--- config.mk ---
export PLATFORM = sky130hd
export DESIGN_NAME = sysctl_port
export DESIGN_NICKNAME = d
export VERILOG_FILES = /design/src/rtl/sysctl_port_pkg.sv /design/src/rtl/sysctl_port_ctl.sv /design/src/rtl/sysctl_port_dp.sv /design/src/rtl/sysctl_port.sv
export SDC_FILE = /design/constraint.sdc
export NUM_CORES = 1
export LEC_CHECK = 0
export BUFFER_PORTS_ARGS = -buffer_cell sky130_fd_sc_hd__buf_2
export CELL_PAD_IN_SITES_DETAIL_PLACEMENT = 0
export CELL_PAD_IN_SITES_GLOBAL_PLACEMENT = 1
export CORE_AREA = 2 2 64 42
export CTS_BUF_LIST = sky130_fd_sc_hd__clkbuf_16
export CTS_CLUSTER_SIZE = 40
export DETAILED_ROUTE_END_ITERATION = 16
export DIE_AREA = 0 0 66 44
export GPL_ROUTABILITY_DRIVEN = 0
export PLACE_DENSITY_LB_ADDON = 0.1
export SKIP_LAST_GASP = 1
export SLEW_MARGIN = 20
export SYNTH_ARGS = -nofsm -noshare
export SYNTH_HDL_FRONTEND = slang
export SYNTH_SLANG_ARGS = --single-unit
--- constraint.sdc ---
create_clock -name clk -period 1.8 [get_ports clk]
set_clock_uncertainty 0.05 [all_clocks]
set_input_delay 0.18 -clock clk [delete_from_list [all_inputs] [get_ports clk]]
set_output_delay 0.18 -clock clk [all_outputs]
set_load 0.05 [all_outputs]
--- src/rtl/sysctl_port_pkg.sv ---
package sysctl_port_pkg;
  localparam int PORT_W      = 8;
  localparam int GATE_BIT    = 0;
  localparam int SPK_BIT     = 1;
  localparam int REFRESH_BIT = 4;
  localparam int OUT_BIT     = 5;
  localparam int CTL_W       = 2;

  typedef struct packed {
    logic loadCtl;      // capture the control bits this edge
    logic flipRefresh;  // refresh interval elapsed this edge
  } ctlStrobe_t;
endpackage

--- src/rtl/sysctl_port_ctl.sv ---
module sysctl_port_ctl
  import sysctl_port_pkg::*;
#(
  parameter int REFRESH_DIV = 3771
) (
  input  logic       clk,
  input  logic       rstN,
  input  logic       wrStrobe,
  output ctlStrobe_t strobes
);
  localparam int CNT_W = $clog2(REFRESH_DIV + 1);
  localparam logic [CNT_W-1:0] LAST = CNT_W'(REFRESH_DIV - 1);

  logic [CNT_W-1:0] divCnt;
  logic             divWrap;

  assign divWrap = (divCnt == LAST);

  always_ff @(posedge clk or negedge rstN) begin
    if (!rstN)        divCnt <= '0;
    else if (divWrap) divCnt <= '0;
    else              divCnt <= divCnt + 1'b1;
  end

  always_comb begin
    strobes.loadCtl     = wrStrobe;
    strobes.flipRefresh = divWrap;
  end

  // The divider never runs past its last count.
  assert_div_in_range_R6: assert property (@(posedge clk) disable iff (!rstN)
    divCnt <= LAST);

  // After a wrap the divider restarts, so no two strobes come back to back.
  generate
    if (REFRESH_DIV > 1) begin : g_gap
      assert_refresh_gap_R6: assert property (@(posedge clk) disable iff (!rstN)
        strobes.flipRefresh |=> !strobes.flipRefresh);
    end
  endgenerate
endmodule

--- src/rtl/sysctl_port_dp.sv ---
module sysctl_port_dp
  import sysctl_port_pkg::*;
(
  input  logic              clk,
  input  logic              rstN,
  input  ctlStrobe_t        strobes,
  input  logic [CTL_W-1:0]  wrBits,
  input  logic              ch2Out,
  output logic [PORT_W-1:0] rdData,
  output logic              ch2Gate,
  output logic              spkOut
);
  logic gateQ;
  logic spkEnQ;
  logic refreshQ;

  always_ff @(posedge clk or negedge rstN) begin
    if (!rstN) begin
      gateQ  <= 1'b0;
      spkEnQ <= 1'b0;
    end else if (strobes.loadCtl) begin
      gateQ  <= wrBits[0];
      spkEnQ <= wrBits[1];
    end
  end

  always_ff @(posedge clk or negedge rstN) begin
    if (!rstN)                    refreshQ <= 1'b0;
    else if (strobes.flipRefresh) refreshQ <= ~refreshQ;
  end

  always_comb begin
    rdData              = '0;
    rdData[GATE_BIT]    = gateQ;
    rdData[SPK_BIT]     = spkEnQ;
    rdData[REFRESH_BIT] = refreshQ;
    rdData[OUT_BIT]     = ch2Out;
  end

  assign ch2Gate = gateQ;
  assign spkOut  = ch2Out & spkEnQ;

  // A strobed write lands both control bits.
  assert_gate_load_R1: assert property (@(posedge clk) disable iff (!rstN)
    strobes.loadCtl |=> gateQ == $past(wrBits[0]));
  assert_spk_load_R2: assert property (@(posedge clk) disable iff (!rstN)
    strobes.loadCtl |=> spkEnQ == $past(wrBits[1]));

  // Without a write the control bits hold.
  assert_ctl_hold_R9: assert property (@(posedge clk) disable iff (!rstN)
    !strobes.loadCtl |=> $stable(gateQ) && $stable(spkEnQ));

  // The refresh flag flips on the strobe and holds at all other times.
  assert_refresh_flip_R6: assert property (@(posedge clk) disable iff (!rstN)
    strobes.flipRefresh |=> refreshQ != $past(refreshQ));
  assert_refresh_hold_R6: assert property (@(posedge clk) disable iff (!rstN)
    !strobes.flipRefresh |=> $stable(refreshQ));
endmodule

--- src/rtl/sysctl_port.sv ---
module sysctl_port
  import sysctl_port_pkg::*;
#(
  parameter int REFRESH_DIV = 3771
) (
  input  logic              clk,
  input  logic              rstN,
  input  logic              wrStrobe,
  input  logic [PORT_W-1:0] wrData,
  input  logic              ch2Out,
  output logic [PORT_W-1:0] rdData,
  output logic              ch2Gate,
  output logic              spkOut
);
  ctlStrobe_t       strobes;
  logic [CTL_W-1:0] wrBits;
  logic             unusedHighBits;

  // Only the two control positions are kept; the rest of the byte is dropped.
  assign wrBits         = wrData[CTL_W-1:0];
  assign unusedHighBits = ^wrData[PORT_W-1:CTL_W];

  sysctl_port_ctl #(.REFRESH_DIV(REFRESH_DIV)) ctl_i (
    .clk      (clk),
    .rstN     (rstN),
    .wrStrobe (wrStrobe),
    .strobes  (strobes)
  );

  sysctl_port_dp dp_i (
    .clk     (clk),
    .rstN    (rstN),
    .strobes (strobes),
    .wrBits  (wrBits),
    .ch2Out  (ch2Out),
    .rdData  (rdData),
    .ch2Gate (ch2Gate),
    .spkOut  (spkOut)
  );
endmodule

# Word-level counts from Yosys, hierarchy flattened
# Index checks and enable logic that the tools add are counted.
[totals]
regBits = 15
latch_bits = 0
ram_bits = 0
romBits = 0
inputBits = 12
word_cells = 9
memories = 0
[classes]
add_sub_neg = 1
mul = 0
div = 0
n_lt_le_gt_ge = 0
n_eq_ne = 1
shift = 0
mux = 1
n_bitwise = 2
reduce_logical = 0
[op_table]
columns = ["operator", "count"]
rows = [
  ["12-bit by 1-bit adder with 12-bit output, second input constant", 1],
  ["12-bit == test, second input constant", 1],
  ["12-bit 2-to-1 mux", 1],
  ["1-bit bitwise AND", 1],
  ["1-bit inverter", 1],
]

# Longest topological paths before layout
[logic_depth]
ltp_word = 2
mapped_depth = 5
mapped_depth_nobuf = 5

# Modules after synthesis
# From an unflattened synthesis, not the netlist that was laid out.
[unflattened]
hier_cells = 81
hier_area_um2 = 825.8
[by_module_without_submodules]
columns = ["module", "instances", "cells_per_inst", "area_per_inst_um2", "seq_area_each_um2"]
rows = [
  ["sysctl_port_ctl", 1, 65, 649.4, 300.3],
  ["sysctl_port_dp", 1, 16, 176.4, 75.1],
]

# Worst setup path after synthesis
# No wires, ideal clock.
[synth_path]
path_kind = "reg-to-reg"
start = "reg ctl_i.divCnt[6]"
end = "reg dp_i.refreshQ"
arrival_time_ns = 1.269
slack_ns = 0.406
stages_incl_launch_ff = 6
synth_period_minus_slack_ns = 1.394
cell_sequence = "dfrtp_1 buf_6 nor4b_4 nand4_4 nor2_4 xor2_2"
[synth_between]
elab_chain_cells = 1
[synth_rtl]
columns = ["element", "line", "source"]
rows = [
  ["from (decl)", "sysctl_port_ctl.sv:14", "logic [CNT_W-1:0] divCnt;"],
  ["from (signal assigned)", "sysctl_port_ctl.sv:22", "else divCnt <= divCnt + 1'b1;"],
  ["12-bit == test", "sysctl_port_ctl.sv:17", "assign divWrap = (divCnt == LAST);"],
  ["to (signal assigned)", "sysctl_port_dp.sv:29", "else if (strobes.flipRefresh) refreshQ <= ~refreshQ;"],
  ["to (decl)", "sysctl_port_dp.sv:15", "logic refreshQ;"],
]
# Every way passes these cells.
# A chain may end at the register's enable or synchronous reset.

# Worst setup path in the final report
# Same ends and word-level chain as after synthesis.

==> metrics <==
status finished clean; post-synthesis adder-cell area fraction 3.06%; worst-path cell chain nor4b_4 > nand4_4 > nor2_4 > xor2_2; vias in the first global route 476; antenna violations before repair 0; Worst Path Buf+Inv 0; die footprint 2900 um2; DP Area 853 um2; Nets 105; mux cell area share after synthesis 2.75%; CTS clk-pin slew, worst paths 0.05 ns; Routed wire per std cell 11.3 um; Commonest cells post-synth dfrtp_1 (15), buf_4 (8), nor2_1 (7); WL final 1380 um; Worst Setup End Kind flop; Syn Inst Count 80; largest net degree at the start of global routing 16; met2 wire length 529 um; core area 2350 um2; global route overflow 0; clock tree sinks 15; Met3 Routed Length 43 um; post-route cell area 942 um2; PwrDens 897 nW/um2; fill cell count 252; Ports 22; initial DRC count 21; Initial Util 34.9%; Worst-Skew Late Latency 0.24 ns; Async SR Flop Fraction 100%; CP startpoint kind flop; register area share after synthesis 45.9%; Num CTS Buffers 3; all-layer global routing usage 11.7%; Setup WS pre-CTS 0.303 ns; topmost layer with routed signal wires met4; crit-path max cell delay 0.46 ns; Resized Gates After CTS 0; main combinational cell family by area after synthesis simple AND/OR/NAND/NOR gates; Synth Area in Simple Gates 22.0%; Placed Cells 117; Compound-Gate Fraction of Synth Area 9.02%; first-pass GRT wire length 2390 um; synthesized cell area 818 um2; ant diodes 0; port buffer count 11; Power, Total 845 uW; synth top area cells dfrtp_1 (46%), buf_4 (7.3%), a31oi_1 (3.8%); Pleak 0.457 nW; CTS Root Cell clkbuf_16; P&R area growth vs syn 15.1%; Synth cell types 26; Hold Path Class in2reg; share of layout cells above drive strength 1 23.3%; final max-slew violation count 0; Final Hold Fails 0; Synth Area in XOR/XNOR 6.27%; arrival time at the worst endpoint 1.62 ns; critical path peak fanout 7; Clock Tree Buf Depth 2; max-cap viol count 0; crit share post-route 83.6%; Post-synth top flop dfrtp_1; cell row count 14; CP max-delay cell dfrtp_1; Syn Area/Cell 10.2 um2; via/cell ratio 4.41; # setup viols final 0; Final min period 1.51 ns; CTS tree yes; hpwl dp 1040 um; WL met1 784 um; fmax 664 MHz; Antenna Nets Post-Route 0; Setup CP Type reg2reg; Die Y 44 um; flop and latch count out of synthesis 15; area share of the largest cell type after synthesis 45.9%; synthesis warning total 0; fin worst setup slack 0.295 ns; postcts setup bufs 0; Die W 66 um; setup total negative slack 0 ns; RSZ-0062 raised after global routing no; maximum vdd drop 0.000679 V; DRC 0; DRT Pass-1 Iters 4; cell family with most CP delay simple AND/OR/NAND/NOR gates; CP required 1.92 ns; number of synthesized flops with an enable pin 0; # H-tree levels 1; Non-Filler Instances 122; leading area contributor after synthesis dfrtp_1; via count 538; most common cell in the netlist dfrtp_1
[path summary, 6_finish.rpt]
path	from	to	slack [ns]	cells after the start
worst min register to register	dp_i.refreshQ	dp_i.refreshQ	0.44	1
max in group asynchronous	rstN	ctl_i.divCnt[5]	1.12	2
worst min-delay path	wrData[0]	dp_i.ch2Gate	0.12	2
min in group asynchronous	rstN	dp_i.refreshQ	0.33	2
worst max register to register	ctl_i.divCnt[6]	dp_i.refreshQ	0.29	4
worst max-delay path	ctl_i.divCnt[6]	dp_i.refreshQ	0.29	4
[area by class of cell]
class | instances | area [um2] | share of cell area (%)
Sequential cell | 15 | 375 | 39.8
Clock buffer | 3 | 75.1 | 7.97
Multi-Input combinational cell | 55 | 368 | 39.0
Clock inverter | 1 | 3.75 | 0.398
Timing Repair Buffer | 12 | 65.1 | 6.91
Tap cell | 32 | 40.0 | 4.25
Inverter | 4 | 15.0 | 1.59
[routing by layer]
metal | vias to the layer above | track usage [%]
met1 | 244 | 17.7
met4 | 0 | 4.90
met2 | 9 | 14.5
li1 | 283 | -
met3 | 2 | 4.68
met5 | - | 0
[registers in the layout, indices dropped and copies added (netlist names)]
name / count
dp_i.refreshQ: 1
ctl_i.divCnt: 12
dp_i.spkEnQ: 1
dp_i.ch2Gate: 1
[timing repair]
item                                   CTS  global route
setup endpoints to repair                0             0
hold buffers                             1             0
endpoints found under the hold margin   15             0
[cells in the final DEF, fill, tap and decap left out, drive strengths merged]
cell	synthesis	routed
and3	2	2
nand2	6	6
conb	1	4
clkbuf	0	3
a31oi	5	5
o211ai	1	1
dfrtp	15	15
o21ai	3	3
nand4	2	2
buf	9	11
mux2	2	2
nor4b	1	1
a21oi	4	4
inv	4	5
nor3	1	1
ha	2	2
and2	2	2
xor2	2	2
nor2	8	8
or3	2	2
xnor2	3	3
nand3	5	5
dlygate4sd3	0	1
[per-stage QoR]
stage               utilization [%]  hold slack, ns
global placement               36.4          0.0605
global route                   40.1           0.128
CTS                            40.1           0.118
floorplan                         -          -0.166
finish                         40.1           0.122
detailed placement             36.4          0.0566
[report_power, final]
group	total, mW	switching [mW]	internal (mW)	leakage, nW
Combinational	0.0824	0.0659	0.0165	0.224
Clock	0.417	0.124	0.293	0.0423
Sequential	0.345	0.00252	0.343	0.191
[kinds of logic after synthesis]
kind of cell,count (synthesis)
buffers and inverters,13
AND/OR/NAND/NOR,29
other,1
XOR/XNOR,5
multiplexers,2
AO/OA/AOI/OAI,13
flip-flops,15
adder cells (fa/ha/maj),2
Note: power is estimated with default switching activity, not from simulation.
